<file path="config.mk">
export PLATFORM = sky130hd
export DESIGN_NAME = cpu_pm_ctrl
export DESIGN_NICKNAME = d
export VERILOG_FILES = /design/src/rtl/cpu_pm_pkg.sv /design/src/rtl/cpu_pm_regs.sv /design/src/rtl/cpu_pm_mode_fsm.sv /design/src/rtl/cpu_pm_sp_ctrl.sv /design/src/rtl/cpu_pm_ctrl.sv
export SDC_FILE = /design/constraint.sdc
export NUM_CORES = 1
export LEC_CHECK = 0
export BUFFER_PORTS_ARGS = -buffer_cell sky130_fd_sc_hd__buf_2
export CORE_ASPECT_RATIO = 0.9
export CORE_MARGIN = 4
export CORE_UTILIZATION = 25
export DETAILED_ROUTE_END_ITERATION = 8
export HOLD_SLACK_MARGIN = 0.02
export PLACE_DENSITY = 0.53
export SLEW_MARGIN = 25
export SYNTH_ARGS = -nofsm -noshare
export SYNTH_HDL_FRONTEND = slang
export SYNTH_SLANG_ARGS = --single-unit
</file>
<file path="constraint.sdc">
create_clock -name clk -period 6.2 [get_ports clk]
set_input_delay 1.24 -clock clk [delete_from_list [all_inputs] [get_ports clk]]
set_output_delay 1.24 -clock clk [all_outputs]
set_load 0.01 [all_outputs]
</file>
<file path="src/rtl/cpu_pm_pkg.sv">
package cpu_pm_pkg;

    localparam int REG_W     = 32;
    localparam int NUM_SP    = 16;
    localparam int SP_W      = $clog2(NUM_SP);
    localparam int NUM_MODES = 4;
    localparam int NUM_SRC   = 3;

    typedef enum logic [1:0] {
        MODE_RUN     = 2'd0,
        MODE_WAIT    = 2'd1,
        MODE_STOP    = 2'd2,
        MODE_SUSPEND = 2'd3
    } cpu_mode_e;

    typedef enum logic [1:0] {
        SRC_NONE  = 2'd0,
        SRC_SLEEP = 2'd1,
        SRC_WAKE  = 2'd2,
        SRC_SW    = 2'd3
    } sp_src_e;

    typedef logic [SP_W-1:0]   sp_t;
    typedef logic [NUM_SP-1:0] sp_mask_t;

    typedef struct packed {
        logic sw_go;
        sp_t  sw_sp;
        logic sleep_go;
        sp_t  sleep_sp;
        logic wake_go;
        sp_t  wake_sp;
        logic wake_sel;
    } sp_req_t;

    // status / enable bit index per refused source
    localparam int IRQ_SLEEP    = 0;
    localparam int IRQ_WAKE     = 1;
    localparam int IRQ_SW       = 2;
    localparam int IRQ_STAT_LSB = 16;

    // request word layout
    localparam int SW_GO_BIT    = 0;
    localparam int SW_SP_LSB    = 4;
    localparam int SLEEP_GO_BIT = 8;
    localparam int SLEEP_SP_LSB = 12;
    localparam int WAKE_GO_BIT  = 16;
    localparam int WAKE_SP_LSB  = 20;
    localparam int WAKE_SEL_BIT = 24;

    // word addresses
    localparam int ADDR_MODE_CFG  = 0;
    localparam int ADDR_MODE_STAT = 1;
    localparam int ADDR_SP_REQ    = 2;
    localparam int ADDR_SP_STAT   = 3;
    localparam int ADDR_IRQ       = 4;
    localparam int ADDR_LOCK      = 5;
    localparam int ADDR_MAP_BASE  = 8;

    function automatic sp_req_t unpack_req(input logic [REG_W-1:0] w);
        sp_req_t r;
        r.sw_go    = w[SW_GO_BIT];
        r.sw_sp    = w[SW_SP_LSB +: SP_W];
        r.sleep_go = w[SLEEP_GO_BIT];
        r.sleep_sp = w[SLEEP_SP_LSB +: SP_W];
        r.wake_go  = w[WAKE_GO_BIT];
        r.wake_sp  = w[WAKE_SP_LSB +: SP_W];
        r.wake_sel = w[WAKE_SEL_BIT];
        return r;
    endfunction

    function automatic logic [REG_W-1:0] pack_req(input sp_req_t r);
        logic [REG_W-1:0] w;
        w = '0;
        w[SW_GO_BIT]              = r.sw_go;
        w[SW_SP_LSB +: SP_W]      = r.sw_sp;
        w[SLEEP_GO_BIT]           = r.sleep_go;
        w[SLEEP_SP_LSB +: SP_W]   = r.sleep_sp;
        w[WAKE_GO_BIT]            = r.wake_go;
        w[WAKE_SP_LSB +: SP_W]    = r.wake_sp;
        w[WAKE_SEL_BIT]           = r.wake_sel;
        return w;
    endfunction

    function automatic logic sp_allowed(input sp_mask_t m, input sp_t s);
        return m[s];
    endfunction

endpackage

</file>
<file path="src/rtl/cpu_pm_regs.sv">
module cpu_pm_regs
    import cpu_pm_pkg::*;
#(
    parameter int ADDR_W = 4
) (
    input  logic                              clk,
    input  logic                              rst,
    input  logic                              wr,
    input  logic [ADDR_W-1:0]                 addr,
    input  logic [REG_W-1:0]                  wdata,
    output logic [REG_W-1:0]                  rdata,
    output cpu_mode_e                         tgt_mode,
    output logic                              wfe_en,
    output sp_req_t                           req,
    output logic [NUM_MODES-1:0][NUM_SP-1:0]  masks,
    output logic [NUM_SRC-1:0]                irq_en,
    output logic [NUM_SRC-1:0]                irq_stat,
    output logic                              cfg_lock,
    input  cpu_mode_e                         cur_mode,
    input  cpu_mode_e                         prev_mode,
    input  sp_t                               sp_cur,
    input  sp_t                               sp_prev,
    input  sp_t                               sp_tgt,
    input  logic [NUM_SRC-1:0]                irq_set,
    input  logic                              sw_clr,
    input  logic                              sleep_take,
    input  logic                              wake_take
);

    localparam logic [ADDR_W-1:0] A_CFG   = ADDR_W'(ADDR_MODE_CFG);
    localparam logic [ADDR_W-1:0] A_MSTAT = ADDR_W'(ADDR_MODE_STAT);
    localparam logic [ADDR_W-1:0] A_REQ   = ADDR_W'(ADDR_SP_REQ);
    localparam logic [ADDR_W-1:0] A_SSTAT = ADDR_W'(ADDR_SP_STAT);
    localparam logic [ADDR_W-1:0] A_IRQ   = ADDR_W'(ADDR_IRQ);
    localparam logic [ADDR_W-1:0] A_LOCK  = ADDR_W'(ADDR_LOCK);

    sp_req_t            req_d;
    logic [NUM_SRC-1:0] stat_d;
    logic               unused_wdata;

    assign unused_wdata = ^wdata[REG_W-1:WAKE_SEL_BIT+1];

    always_comb begin
        req_d = req;
        if (wr && addr == A_REQ)
            req_d = unpack_req(wdata);
        if (sleep_take) req_d.sleep_go = 1'b0;
        if (wake_take)  req_d.wake_go  = 1'b0;
        if (sw_clr)     req_d.sw_go    = 1'b0;
    end

    always_comb begin
        stat_d = irq_stat;
        if (wr && addr == A_IRQ)
            stat_d = stat_d & ~wdata[IRQ_STAT_LSB +: NUM_SRC];
        stat_d = stat_d | irq_set;
    end

    always_ff @(posedge clk) begin
        if (rst) begin
            tgt_mode <= MODE_RUN;
            wfe_en   <= 1'b0;
            req      <= '0;
            irq_en   <= '0;
            irq_stat <= '0;
            cfg_lock <= 1'b0;
        end else begin
            if (wr && addr == A_CFG) begin
                tgt_mode <= cpu_mode_e'(wdata[1:0]);
                wfe_en   <= wdata[4];
            end
            if (wr && addr == A_IRQ)
                irq_en <= wdata[NUM_SRC-1:0];
            if (wr && addr == A_LOCK && wdata[0])
                cfg_lock <= 1'b1;
            req      <= req_d;
            irq_stat <= stat_d;
        end
    end

    for (genvar m = 0; m < NUM_MODES; m++) begin : g_mask
        localparam logic [ADDR_W-1:0] A_MAP = ADDR_W'(ADDR_MAP_BASE + m);
        sp_mask_t mask_q;
        always_ff @(posedge clk) begin
            if (rst)
                mask_q <= '1;
            else if (wr && addr == A_MAP && !cfg_lock)
                mask_q <= wdata[NUM_SP-1:0];
        end
        assign masks[m] = mask_q;
    end

    always_comb begin
        rdata = '0;
        case (addr)
            A_CFG: begin
                rdata[1:0] = tgt_mode;
                rdata[4]   = wfe_en;
            end
            A_MSTAT: begin
                rdata[1:0] = cur_mode;
                rdata[3:2] = prev_mode;
            end
            A_REQ:   rdata = pack_req(req);
            A_SSTAT: begin
                rdata[0 +: SP_W]      = sp_cur;
                rdata[4 +: SP_W]      = sp_prev;
                rdata[8 +: SP_W]      = sp_tgt;
            end
            A_IRQ: begin
                rdata[NUM_SRC-1:0]                = irq_en;
                rdata[IRQ_STAT_LSB +: NUM_SRC]    = irq_stat;
            end
            A_LOCK:  rdata[0] = cfg_lock;
            default: ;
        endcase
        for (int m = 0; m < NUM_MODES; m++) begin
            if (addr == ADDR_W'(ADDR_MAP_BASE + m))
                rdata[NUM_SP-1:0] = masks[m];
        end
    end

endmodule

</file>
<file path="src/rtl/cpu_pm_mode_fsm.sv">
module cpu_pm_mode_fsm
    import cpu_pm_pkg::*;
(
    input  logic      clk,
    input  logic      rst,
    input  cpu_mode_e tgt_mode,
    input  logic      wfe_en,
    input  logic      wfi,
    input  logic      wfe,
    input  logic      wake_req,
    input  logic      hold,
    output cpu_mode_e cur_mode,
    output cpu_mode_e prev_mode,
    output logic      sleep_evt,
    output logic      wake_evt
);

    logic sleep_cause;

    assign sleep_cause = wfi || (wfe && wfe_en);
    assign sleep_evt   = (cur_mode == MODE_RUN) && (tgt_mode != MODE_RUN)
                         && sleep_cause && !hold;
    assign wake_evt    = (cur_mode != MODE_RUN) && wake_req && !hold;

    always_ff @(posedge clk) begin
        if (rst) begin
            cur_mode  <= MODE_RUN;
            prev_mode <= MODE_RUN;
        end else if (sleep_evt) begin
            prev_mode <= cur_mode;
            cur_mode  <= tgt_mode;
        end else if (wake_evt) begin
            prev_mode <= cur_mode;
            cur_mode  <= MODE_RUN;
        end
    end

endmodule

</file>
<file path="src/rtl/cpu_pm_sp_ctrl.sv">
module cpu_pm_sp_ctrl
    import cpu_pm_pkg::*;
(
    input  logic                              clk,
    input  logic                              rst,
    input  sp_req_t                           req,
    input  logic [NUM_MODES-1:0][NUM_SP-1:0]  masks,
    input  cpu_mode_e                         cur_mode,
    input  cpu_mode_e                         tgt_mode,
    input  logic                              sleep_evt,
    input  logic                              wake_evt,
    input  logic                              seq_done,
    output sp_t                               sp_cur,
    output sp_t                               sp_prev,
    output sp_t                               sp_tgt,
    output logic                              busy,
    output logic [NUM_SRC-1:0]                irq_set,
    output logic                              sw_clr
);

    sp_src_e src_q;
    sp_t     saved_sp;
    logic    launch;
    sp_t     l_sp;
    sp_src_e l_src;
    sp_t     wake_pick;
    logic    finish;

    assign finish    = busy && seq_done;
    assign wake_pick = req.wake_sel ? req.wake_sp : saved_sp;

    always_comb begin
        launch  = 1'b0;
        l_sp    = '0;
        l_src   = SRC_NONE;
        irq_set = '0;
        sw_clr  = 1'b0;
        if (sleep_evt) begin
            if (req.sleep_go) begin
                if (sp_allowed(masks[tgt_mode], req.sleep_sp)) begin
                    launch = 1'b1;
                    l_sp   = req.sleep_sp;
                    l_src  = SRC_SLEEP;
                end else begin
                    irq_set[IRQ_SLEEP] = 1'b1;
                end
            end
        end else if (wake_evt) begin
            if (req.wake_go) begin
                if (sp_allowed(masks[MODE_RUN], wake_pick)) begin
                    launch = 1'b1;
                    l_sp   = wake_pick;
                    l_src  = SRC_WAKE;
                end else begin
                    irq_set[IRQ_WAKE] = 1'b1;
                end
            end
        end else if (req.sw_go && !busy) begin
            if (sp_allowed(masks[cur_mode], req.sw_sp)) begin
                launch = 1'b1;
                l_sp   = req.sw_sp;
                l_src  = SRC_SW;
            end else begin
                irq_set[IRQ_SW] = 1'b1;
                sw_clr          = 1'b1;
            end
        end
        if (finish && src_q == SRC_SW)
            sw_clr = 1'b1;
    end

    always_ff @(posedge clk) begin
        if (rst) begin
            sp_cur   <= '0;
            sp_prev  <= '0;
            sp_tgt   <= '0;
            saved_sp <= '0;
            busy     <= 1'b0;
            src_q    <= SRC_NONE;
        end else begin
            if (finish) begin
                sp_prev <= sp_cur;
                sp_cur  <= sp_tgt;
                busy    <= 1'b0;
                src_q   <= SRC_NONE;
            end
            if (launch) begin
                busy   <= 1'b1;
                sp_tgt <= l_sp;
                src_q  <= l_src;
            end
            if (sleep_evt)
                saved_sp <= sp_cur;
        end
    end

endmodule

</file>
<file path="src/rtl/cpu_pm_ctrl.sv">
module cpu_pm_ctrl
    import cpu_pm_pkg::*;
#(
    parameter int ADDR_W = 4
) (
    input  logic              clk,
    input  logic              rst,
    input  logic              reg_wr,
    input  logic [ADDR_W-1:0] reg_addr,
    input  logic [31:0]       reg_wdata,
    output logic [31:0]       reg_rdata,
    input  logic              wfi,
    input  logic              wfe,
    input  logic              wake_req,
    input  logic              seq_done,
    output logic              seq_req,
    output logic [3:0]        seq_sp,
    output logic [1:0]        cpu_mode,
    output logic              irq
);

    cpu_mode_e                         tgt_mode_w;
    logic                              wfe_en_w;
    sp_req_t                           req_w;
    logic [NUM_MODES-1:0][NUM_SP-1:0]  masks_w;
    logic [NUM_SRC-1:0]                irq_en_w;
    logic [NUM_SRC-1:0]                irq_stat_w;
    logic                              cfg_lock_w;
    cpu_mode_e                         cur_mode_w;
    cpu_mode_e                         prev_mode_w;
    logic                              sleep_evt_w;
    logic                              wake_evt_w;
    sp_t                               sp_cur_w;
    sp_t                               sp_prev_w;
    sp_t                               sp_tgt_w;
    logic                              busy_w;
    logic [NUM_SRC-1:0]                irq_set_w;
    logic                              sw_clr_w;

    cpu_pm_regs #(.ADDR_W(ADDR_W)) u_regs (
        .clk        (clk),
        .rst        (rst),
        .wr         (reg_wr),
        .addr       (reg_addr),
        .wdata      (reg_wdata),
        .rdata      (reg_rdata),
        .tgt_mode   (tgt_mode_w),
        .wfe_en     (wfe_en_w),
        .req        (req_w),
        .masks      (masks_w),
        .irq_en     (irq_en_w),
        .irq_stat   (irq_stat_w),
        .cfg_lock   (cfg_lock_w),
        .cur_mode   (cur_mode_w),
        .prev_mode  (prev_mode_w),
        .sp_cur     (sp_cur_w),
        .sp_prev    (sp_prev_w),
        .sp_tgt     (sp_tgt_w),
        .irq_set    (irq_set_w),
        .sw_clr     (sw_clr_w),
        .sleep_take (sleep_evt_w),
        .wake_take  (wake_evt_w)
    );

    cpu_pm_mode_fsm u_mode (
        .clk       (clk),
        .rst       (rst),
        .tgt_mode  (tgt_mode_w),
        .wfe_en    (wfe_en_w),
        .wfi       (wfi),
        .wfe       (wfe),
        .wake_req  (wake_req),
        .hold      (busy_w),
        .cur_mode  (cur_mode_w),
        .prev_mode (prev_mode_w),
        .sleep_evt (sleep_evt_w),
        .wake_evt  (wake_evt_w)
    );

    cpu_pm_sp_ctrl u_sp (
        .clk       (clk),
        .rst       (rst),
        .req       (req_w),
        .masks     (masks_w),
        .cur_mode  (cur_mode_w),
        .tgt_mode  (tgt_mode_w),
        .sleep_evt (sleep_evt_w),
        .wake_evt  (wake_evt_w),
        .seq_done  (seq_done),
        .sp_cur    (sp_cur_w),
        .sp_prev   (sp_prev_w),
        .sp_tgt    (sp_tgt_w),
        .busy      (busy_w),
        .irq_set   (irq_set_w),
        .sw_clr    (sw_clr_w)
    );

    assign seq_req  = busy_w;
    assign seq_sp   = sp_tgt_w;
    assign cpu_mode = cur_mode_w;
    assign irq      = |(irq_stat_w & irq_en_w);

endmodule

</file>
==> summary.md, run 1 <==
| Metric | Value |
|---|---|
| Outcome | complete, no violations |
| Sequential cell area | 2260 um2 |
| Vias/cell | 5.31 |
| Number of library cell types mapped by synthesis | 56 |
| First-pass GRT wire length | 37100 um |
| Post-CTS sizing | 0 |
| Max cap viols | 0 |
| Max-slew violations | 0 |
| Post-DP HPWL | 17000 um |
| Fillers | 2705 |
| Synth Area per Inst | 7.84 um2 |
| Leading area contributor after synthesis | dfxtp_1 |
| Clock sinks | 113 |
| # setup viols final | 0 |
| Row count | 55 |
| CP Launch Type | primary input |
| EDFF count, synth | 0 |
| WL/cell | 19.8 um |
| Ys flop type | dfxtp_1 |
| H-tree levels | 4 |
| PwrDens | 251 nW/um2 |
| I/O Pins | 83 |
| Worst rel slew slack | 32.7% |
| Core area | 25200 um2 |
| Internal power | 1.42 mW |
| Vias in the first global route | 5957 |
| Lkg Pwr | 2.92 nW |
| Worst-Skew Late Latency | 430 ps |
| Slowest CP cell | a2111oi_0 |
| CTS tree | done |
| ANT nets after route | 0 |
| Area Growth Syn to Fin | 19.2% |
| Longest Clk Path Bufs | 2 |
| Initial Utilization | 25.5% |
| Area contributors post-synth | dfxtp_1, mux2i_1, nand2_1 |
| Unrepaired setup endpoints after global routing | false |
| Crit share post-route | 70.7% |
| Max VDD drop | 0.148 mV |
| Critical path required time | 4960 ps |
| GRT overflow | 0 |
| Buf+Inv Stages, Crit Path | 3 |
| Final Power | 1.92 mW |
| Largest net degree at the start of global routing | 71 |
| Final core occ | 30.4% |
| Max Clk Rate | 0.228 GHz |
| Nets | 907 |
| Clock skew | 16.6 ps |
| Syn Inst Count | 819 |
| GR Util All Layers | 16.8% |
| Area of the multi-input gates | 3890 um2 |
| Setup TNS | 0 ps |
| Worst-path maximum fanout | 14 |
| Top-count cell post-synth | nand2_1 |
| Sequential Power Share | 39.3% |
| Slew @ Worst Pin | 1010 ps |
| Kind of critical path | in -> out |
| Layout cells sized above 1 | 15.5% |
| Dpl ws | 1870 ps |
| Setup Buffers After CTS | 0 |
| Seq/Total Area, Yosys | 35.2% |
| Final worst slack | 1820 ps |
| CTS Buf Count | 17 |
| Post-synthesis register bit count | 113 |
| Worst-path clk slew | 60 ps |
| CP cell instances | buf_2 -> nand2b_1 -> nor2_1 -> buf_4 -> a22o_1 -> a2111oi_0 -> nor2_1 -> buf_2 |
| Crit path max-delay family | compound AO/OA/AOI/OAI gates |
| Die area | 28300 um2 |
| Crit-path max cell delay | 580 ps |
| Yosys warns | 0 |
| DRC Markers | 0 |
| Crit. End Element | output port |
| Hold Path Class | reg -> reg |
| Commonest cells in the netlist | nand2_1, dfxtp_1, mux2i_1 |
| Sw Ratio | 25.9% |
| Clk root buf | clkbuf_16 |
| Port buffer count | 66 |
| Fraction of registers with async set/reset | 0% |
| Ant. Diodes | 0 |
| Initial antenna violation count | 0 |
| RD Place Congestion | 0.895 |
| Routed WL | 24100 um |
| DRT Pass-1 Iters | 8 |
| Clock power share | 53.5% |
| Minimum clock period | 4380 ps |
| Die height | 160 um |
| Hold_buf cts | 0 |
| DIE WIDTH | 177 um |
| First-iteration detailed-routing DRC count | 722 |
| Switch Pwr | 0.498 mW |
| Endpoints failing hold | 0 |
| Mapped Area | 6420 um2 |
| Gate power share | 7.2% |
| Yosys top cell area share | 35.2% |
| Via Count | 6469 |
| WP data arrival | 3140 ps |
power by group through the flow:
stage / registers [mW] / logic, mW / clock network (mW)
final: 0.754 / 0.138 / 1.03
after floorplan: 0.761 / 0.0856 / 0
after global placement: 0.769 / 0.137 / 0
after CTS: 0.754 / 0.138 / 1.04
after detailed placement: 0.769 / 0.137 / 0
after global routing: 0.755 / 0.151 / 1.07
through the flow:
| stage | instance area [um2] | std cells | hold WS [ps] |
|---|---|---|---|
| after global placement | 7050 | 1187 | 447 |
| after detailed placement | 7050 | 1187 | 451 |
| after CTS | 7660 | 1219 | 473 |
| final | 7660 | 1219 | 473 |
| after global routing | 7660 | 1219 | 496 |
| after floorplan | 6450 | 826 | 431 |
worst paths after layout:
check / start / endpoint / slack, ps / cells past startpoint
hold / removal: u_sp.sp_prev[3] / u_sp.sp_prev[3] / 470 / 2
hold reg to reg: u_sp.sp_prev[3] / u_sp.sp_prev[3] / 470 / 2
setup reg to reg: u_regs.req[6] / u_sp.sp_tgt[3] / 2550 / 9
setup / recovery: reg_addr[2] / reg_rdata[3] / 1820 / 8
logic make-up (layout without fill, tap and decap cells):
logic type             count (synthesis)  after routing  share of synthesized area, %
buffers and inverters                 69            120                          5.20
flip-flops                           113            113                          35.2
AO/OA/AOI/OAI                        146            146                          15.8
multiplexers                          98             98                          16.5
AND/OR/NAND/NOR                      392            392                          27.2
other                                  1              8                        0.0584
sequential cells by signal, indices dropped and copies added, names as in the netlist, 2 cells and up:
name / flops
u_mode.cur_mode: 2
u_mode.prev_mode: 2
u_regs.g_mask.mask_q: 64
u_regs.irq_en: 3
u_regs.irq_stat: 3
u_regs.req: 16
u_regs.tgt_mode: 2
u_sp.saved_sp: 4
u_sp.sp_cur: 4
u_sp.sp_prev: 4
u_sp.sp_tgt: 4
u_sp.src_q: 2
worst register-to-register path, stage by stage (launching register included):
cell and delay [ps]:
dfxtp_1 760, buf_4 450, mux4_1 600, o21ai_0 160
o22ai_1 120, nor3_2 340, nand2b_1 110, and3_1 300
or3_4 450, o221a_1 250
final cells by class:
| type | count | share of cell area, % |
|---|---|---|
| Clock inverter | 15 | 2.43 |
| Sequential cell | 113 | 29.5 |
| Inverter | 7 | 0.343 |
| Tap cell | 342 | 5.59 |
| Timing Repair Buffer | 81 | 5.78 |
| Multi-Input combinational cell | 644 | 50.8 |
| Clock buffer | 17 | 5.56 |
layout by cell type, fill, tap and decap left out, drive strengths merged, types with 4 or more instances in the layout:
master	n
nor2b	11
nand3b	5
nor3	16
clkbuf	17
a211oi	5
mux4	5
mux2i	87
a311oi	4
and3	5
a21oi	41
mux2	6
nand2	210
dfxtp	113
inv	8
conb	8
clkinvlp	4
and2	12
a31oi	11
clkinv	7
o21ai	10
a221oi	5
a222oi	8
a22o	5
nand2b	11
nand3	70
a22oi	39
buf	81
nor2	41
routing by layer:
metal / wire length [um] / GRT usage [%] / up-vias
li1: - / - / 3010
met1: 11100 / 25.1 / 3125
met2: 10600 / 24.7 / 308
met3: 2250 / 3.91 / 26
met4: 267 / 3.45 / 0
met5: 0 / 0 / -
Power figures use the tool's default switching activity.
==> inputs of run 2 (changes only) <==
--- a/config.mk
+++ b/config.mk
@@ -11,7 +11,7 @@
 export CORE_UTILIZATION = 25
 export DETAILED_ROUTE_END_ITERATION = 8
 export HOLD_SLACK_MARGIN = 0.02
-export PLACE_DENSITY = 0.53
+export PLACE_DENSITY = 0.54
 export SLEW_MARGIN = 25
 export SYNTH_ARGS = -nofsm -noshare
 export SYNTH_HDL_FRONTEND = slang
==> constraint.sdc (replaced) <==
create_clock -name clk -period 4 [get_ports clk]
set_input_delay 0.8 -clock clk [delete_from_list [all_inputs] [get_ports clk]]
set_output_delay 0.8 -clock clk [all_outputs]
set_load 0.01 [all_outputs]
==> summary.md, run 2 (synthesized netlist as in run 1, its figures left out) <==
| Metric | Value |
|---|---|
| # setup viols final | 0 |
| Max-slew violations | 0 |
| Area Growth Syn to Fin | 19.6% |
| First-iteration detailed-routing DRC count | 694 |
| DRC Markers | 0 |
| GRT overflow | 0 |
| Unrepaired setup endpoints after global routing | false |
| Clock skew | 7.55 ps |
| CTS Buf Count | 17 |
| Outcome | complete, no violations |
| Commonest non-fill, non-tap cell in the layout | nand2_1 |
| Setup TNS | 0 ps |
| RD Place Congestion | 0.901 |
| DRT Pass-1 Iters | 6 |
| Clk root buf | clkbuf_16 |
| Kind of critical path | in -> out |
| Vias/cell | 5.26 |
| CP Launch Type | primary input |
| Crit share post-route | 85.9% |
| Lkg Pwr | 2.94 nW |
| WL/cell | 19.6 um |
| Initial antenna violation count | 0 |
| Port buffer count | 66 |
| Row count | 55 |
| First-pass GRT wire length | 36800 um |
| # placed instances | 1194 |
| Hold_buf cts | 0 |
| Metal2 WL | 10400 um |
| H-tree levels | 4 |
| Largest Register | u_regs.g_mask.mask_q |
| Slew @ Worst Pin | 1080 ps |
| CTS tree | done |
| Critical path required time | 3200 ps |
| DR WL met3 | 2010 um |
| Max cap viols | 0 |
| Post-CTS sizing | 0 |
| Core area | 25200 um2 |
| Minimum clock period | 3440 ps |
| Highest-count cells in the layout ignoring fill and taps | nand2_1, dfxtp_1, mux2i_1 |
| Internal power | 2.17 mW |
| Crit. End Element | output port |
| Via Count | 6447 |
| Vias in the first global route | 6046 |
| Worst-path clk slew | 60 ps |
| Die height | 160 um |
| Longest Clk Path Bufs | 2 |
| I/O Pins | 83 |
| Max reg flops | 64 |
| WP data arrival | 2640 ps |
| Top Layer Used | met4 |
| DIE WIDTH | 177 um |
| Sw Ratio | 25.5% |
| GR Util All Layers | 16.6% |
| Largest net degree at the start of global routing | 44 |
| Setup Buffers After CTS | 0 |
| Switch Pwr | 0.740 mW |
| Initial Utilization | 25.5% |
| Gate power share | 7.4% |
| Routed WL | 24000 um |
| Max Clk Rate | 0.291 GHz |
| Layout cells sized above 1 | 16.2% |
| Largest registers | u_regs.g_mask.mask_q (64), u_regs.req (16) |
| Sequential Power Share | 40.2% |
| Hold Path Class | reg -> reg |
| Clock sinks | 113 |
| Post-DP HPWL | 17200 um |
| PwrDens | 378 nW/um2 |
| Finished Layout Cells | 1225 |
| Endpoints failing hold | 0 |
| Ant. Diodes | 0 |
| Worst-Skew Late Latency | 420 ps |
| Clock power share | 52.4% |
| Max VDD drop | 0.235 mV |
| Worst rel slew slack | 28.2% |
| ANT nets after route | 0 |
| Die area | 28300 um2 |
| Nets | 914 |
| Worst-path maximum fanout | 15 |
| Met1 wire length | 11300 um |
==> run 2: power by group through the flow <==
stage	clock, mW	combinational (mW)	sequential, mW
CTS	1.54	0.215	1.17
global placement	0	0.214	1.19
floorplan	0	0.133	1.18
global route	1.59	0.236	1.17
detailed placement	0	0.214	1.19
finish	1.52	0.215	1.17
==> run 2: cell type report <==
| cell class | instances | area [um2] |
|---|---|---|
| clock buffer | 19 | 453 |
| clock inverter | 12 | 134 |
| fill | 2761 | 17500 |
| inverter | 7 | 26.3 |
| multi-input combinational | 644 | 3880 |
| sequential | 113 | 2260 |
| tap | 342 | 428 |
| timing repair buffer | 88 | 495 |
==> run 2: final timing paths <==
path	to	depth (start not counted)	start	slack [ps]
worst max-delay path	reg_rdata[4]	6	reg_addr[3]	560
worst min-delay path	u_mode.prev_mode[1]	2	u_mode.prev_mode[1]	460
worst max register to register	u_sp.sp_tgt[3]	9	u_regs.req[6]	610
worst min register to register	u_mode.prev_mode[1]	2	u_mode.prev_mode[1]	460
==> run 2: metal layers <==
layer / up-vias / track usage (%)
li1: 3017 / -
met4: 0 / 3.80
met2: 325 / 24.3
met5: - / 0
met1: 3071 / 25.1
met3: 34 / 3.34
==> run 2: critical path, stage by stage <==
cell and delay, ps:
buf_2 250, nand2b_1 220, nor2_1 820, a221oi_1 180, nand3_1 190, buf_2 160
==> run 2: through the flow <==
stage | hold slack [ps] | power [mW] | utilization (%) | worst slack, ps | area [um2]
floorplan | 431 | 1.31 | - | 1020 | 6450
global placement | 448 | 1.41 | 28.2 | 573 | 7100
detailed placement | 452 | 1.41 | 28.2 | 608 | 7100
CTS | 459 | 2.92 | 30.5 | 616 | 7680
global route | 485 | 3.00 | 30.5 | 446 | 7680
finish | 460 | 2.91 | 30.5 | 563 | 7680
==> inputs of run 3 (changes only) <==
--- a/config.mk
+++ b/config.mk
@@ -15,4 +15,5 @@
 export SLEW_MARGIN = 25
 export SYNTH_ARGS = -nofsm -noshare
 export SYNTH_HDL_FRONTEND = slang
+export SYNTH_HIERARCHICAL = 1
 export SYNTH_SLANG_ARGS = --single-unit
==> constraint.sdc (replaced) <==
create_clock -name clk -period 2.8 [get_ports clk]
set_input_delay 0.56 -clock clk [delete_from_list [all_inputs] [get_ports clk]]
set_output_delay 0.56 -clock clk [all_outputs]
set_load 0.01 [all_outputs]
==> summary.md, run 3 <==
| Metric | Value |
|---|---|
| Row count | 58 |
| CP startpoint | u_regs/tgt_mode[1] |
| Seq/Total Area, Yosys | 31.8% |
| Ys flop type | dfxtp_1 |
| Largest Register | u_regs/g_mask.mask_q |
| I/O Pins | 83 |
| Initial Utilization | 25.4% |
| Max cap viols | 0 |
| Crit. End Element | flip-flop |
| Commonest cells in the netlist | nand2_1, dfxtp_1, nand3b_1 |
| H-tree levels | 4 |
| Clock sinks | 113 |
| PwrDens | 506 nW/um2 |
| Die area | 31200 um2 |
| # setup viols final | 0 |
| DR WL met3 | 2550 um |
| Max-slew violations | 0 |
| Final Power | 4.44 mW |
| GRT overflow | 0 |
| Yosys top cell area share | 31.8% |
| Post-DP HPWL | 20500 um |
| Crit share post-route | 98.6% |
| CTS tree | done |
| Hold Path Class | in -> reg |
| Hold Startpoint | reg_wdata[23] |
| CP cell instances | mux4_1 -> mux2_2 -> a22oi_1 -> nand3_1 -> a22o_4 -> and4bb_4 -> nor2b_2 -> nor3_2 |
| Routed WL | 27600 um |
| GR Util All Layers | 17.3% |
| Worst rel slew slack | 47.1% |
| Nets | 1011 |
| WL/cell | 20.6 um |
| WP data arrival | 3060 ps |
| DRT Pass-1 Iters | 6 |
| DIE WIDTH | 186 um |
| Max reg flops | 64 |
| Top-count cell post-synth | nand2_1 |
| Kind of critical path | reg -> reg |
| Clk root buf | clkbuf_16 |
| First-pass GRT wire length | 41400 um |
| Top Layer Used | met4 |
| Max Clk Rate | 0.362 GHz |
| Highest-count cells in the layout ignoring fill and taps | nand2_1, dfxtp_1, buf_4 |
| Commonest non-fill, non-tap cell in the layout | nand2_1 |
| Mapped Area | 7110 um2 |
| Via Count | 7152 |
| Worst-path maximum fanout | 6 |
| Slew @ Worst Pin | 794 ps |
| Vias/cell | 5.33 |
| Largest registers | u_regs/g_mask.mask_q (64), u_regs/req (16) |
| Outcome | complete, no violations |
| Port buffer count | 66 |
| EDFF count, synth | 0 |
| Crit-path max cell delay | 590 ps |
| CTS Buf Count | 17 |
| Initial antenna violation count | 0 |
| Number of library cell types mapped by synthesis | 67 |
| Vias in the first global route | 6627 |
| Die height | 168 um |
| RD Place Congestion | 0.926 |
| Final core occ | 31.3% |
| Minimum clock period | 2760 ps |
| Worst-path clk slew | 60 ps |
| CP Launch Type | flip-flop |
| Buf+Inv Stages, Crit Path | 0 |
| Max VDD drop | 0.375 mV |
| Longest Clk Path Bufs | 2 |
| Largest net degree at the start of global routing | 71 |
| Area contributors post-synth | dfxtp_1, nand2_1, mux2i_1 |
| Area Growth Syn to Fin | 23.5% |
| Metal2 WL | 11700 um |
| Clock skew | 6.02 ps |
| Synth Area per Inst | 8.14 um2 |
| Crit path max-delay family | multiplexers |
| Setup TNS | 0 ps |
| Slowest CP cell | mux4_1 |
| Ant. Diodes | 0 |
| Fraction of registers with async set/reset | 0% |
| Yosys warns | 6 |
| Post-synthesis register bit count | 113 |
| Worst-Skew Late Latency | 430 ps |
| Worst r2r src | u_regs/tgt_mode[1] |
| DRC Markers | 0 |
| Core area | 28000 um2 |
| Met1 wire length | 12800 um |
| Layout cells sized above 1 | 22.3% |
| First-iteration detailed-routing DRC count | 783 |
| Endpoints failing hold | 0 |
| Leading area contributor after synthesis | dfxtp_1 |
| Critical path required time | 3100 ps |
| Lkg Pwr | 3.50 nW |
| ANT nets after route | 0 |
| Syn Inst Count | 873 |
run 3: cell count changes after synthesis, moves of 10 or more:
cell | previous run | this run
a21oi_1 | 41 | 53
a22oi_1 | 39 | 21
buf_2 | 9 | 19
mux2i_1 | 86 | 58
nand2_1 | 210 | 195
nand3_1 | 70 | 22
nand3b_1 | 5 | 68
run 3: final timing paths:
path	cells after the start	to	slack, ps
hold reg to reg	2	u_mode/prev_mode[0]	480
setup / recovery	8	u_sp/sp_tgt[1]	40
hold / removal	3	u_regs/req[4]	370
setup reg to reg	8	u_sp/sp_tgt[1]	40
run 3: tightest hold or removal path, cell delays in order:
cell     delay [ps]
buf_2            90
nand2_1          50
a21oi_1          50
run 3: area by class of cell:
cell class                 instances  area, um2
tap                              360        450
sequential                       113       2270
inverter                          16       60.1
multi-input combinational        679       4450
fill                            2995      19200
timing repair buffer             141        931
clock buffer                      21        460
clock inverter                    11        160
run 3: logic make-up (layout without fill, tap and decap cells):
| group | after synthesis | after routing | share of synthesized area [%] |
|---|---|---|---|
| AND/OR/NAND/NOR | 415 | 416 | 29.9 |
| AO/OA/AOI/OAI | 169 | 169 | 16.3 |
| flip-flops | 113 | 113 | 31.8 |
| buffers and inverters | 89 | 189 | 6.53 |
| multiplexers | 86 | 86 | 15.4 |
| other | 1 | 8 | 0.0528 |
run 3: power breakdown:
group / leakage (nW) / switching (mW) / internal [mW] / total (mW)
clock: 0.303 / 0.807 / 1.53 / 2.33
combinational: 2.28 / 0.260 / 0.179 / 0.439
sequential: 0.917 / 0.0375 / 1.63 / 1.67
total: 3.50 / 1.10 / 3.34 / 4.44
run 3: per-layer routing:
layer	track usage, %	vias to the layer above
li1	-	3288
met3	5.16	38
met4	4.94	0
met5	0	-
met2	24.4	358
met1	25.3	3468
run 3: stage by stage:
step	hold WS [ps]	cells	setup WS, ps	instance area (um2)
after floorplan	436	880	287	7130
after global placement	456	1304	-1.18	8080
after detailed placement	465	1304	-73.8	8080
after CTS	363	1337	7.72	8720
after global routing	386	1341	-37.7	8770
final	372	1341	40.0	8770
run 3: what timing repair did:
action	CTS	global route
endpoints found under the setup margin	6	7
setup buffers	0	4
resized for setup	6	8
hold buffers	0	0
cloned	1	0
pin swaps	2	2
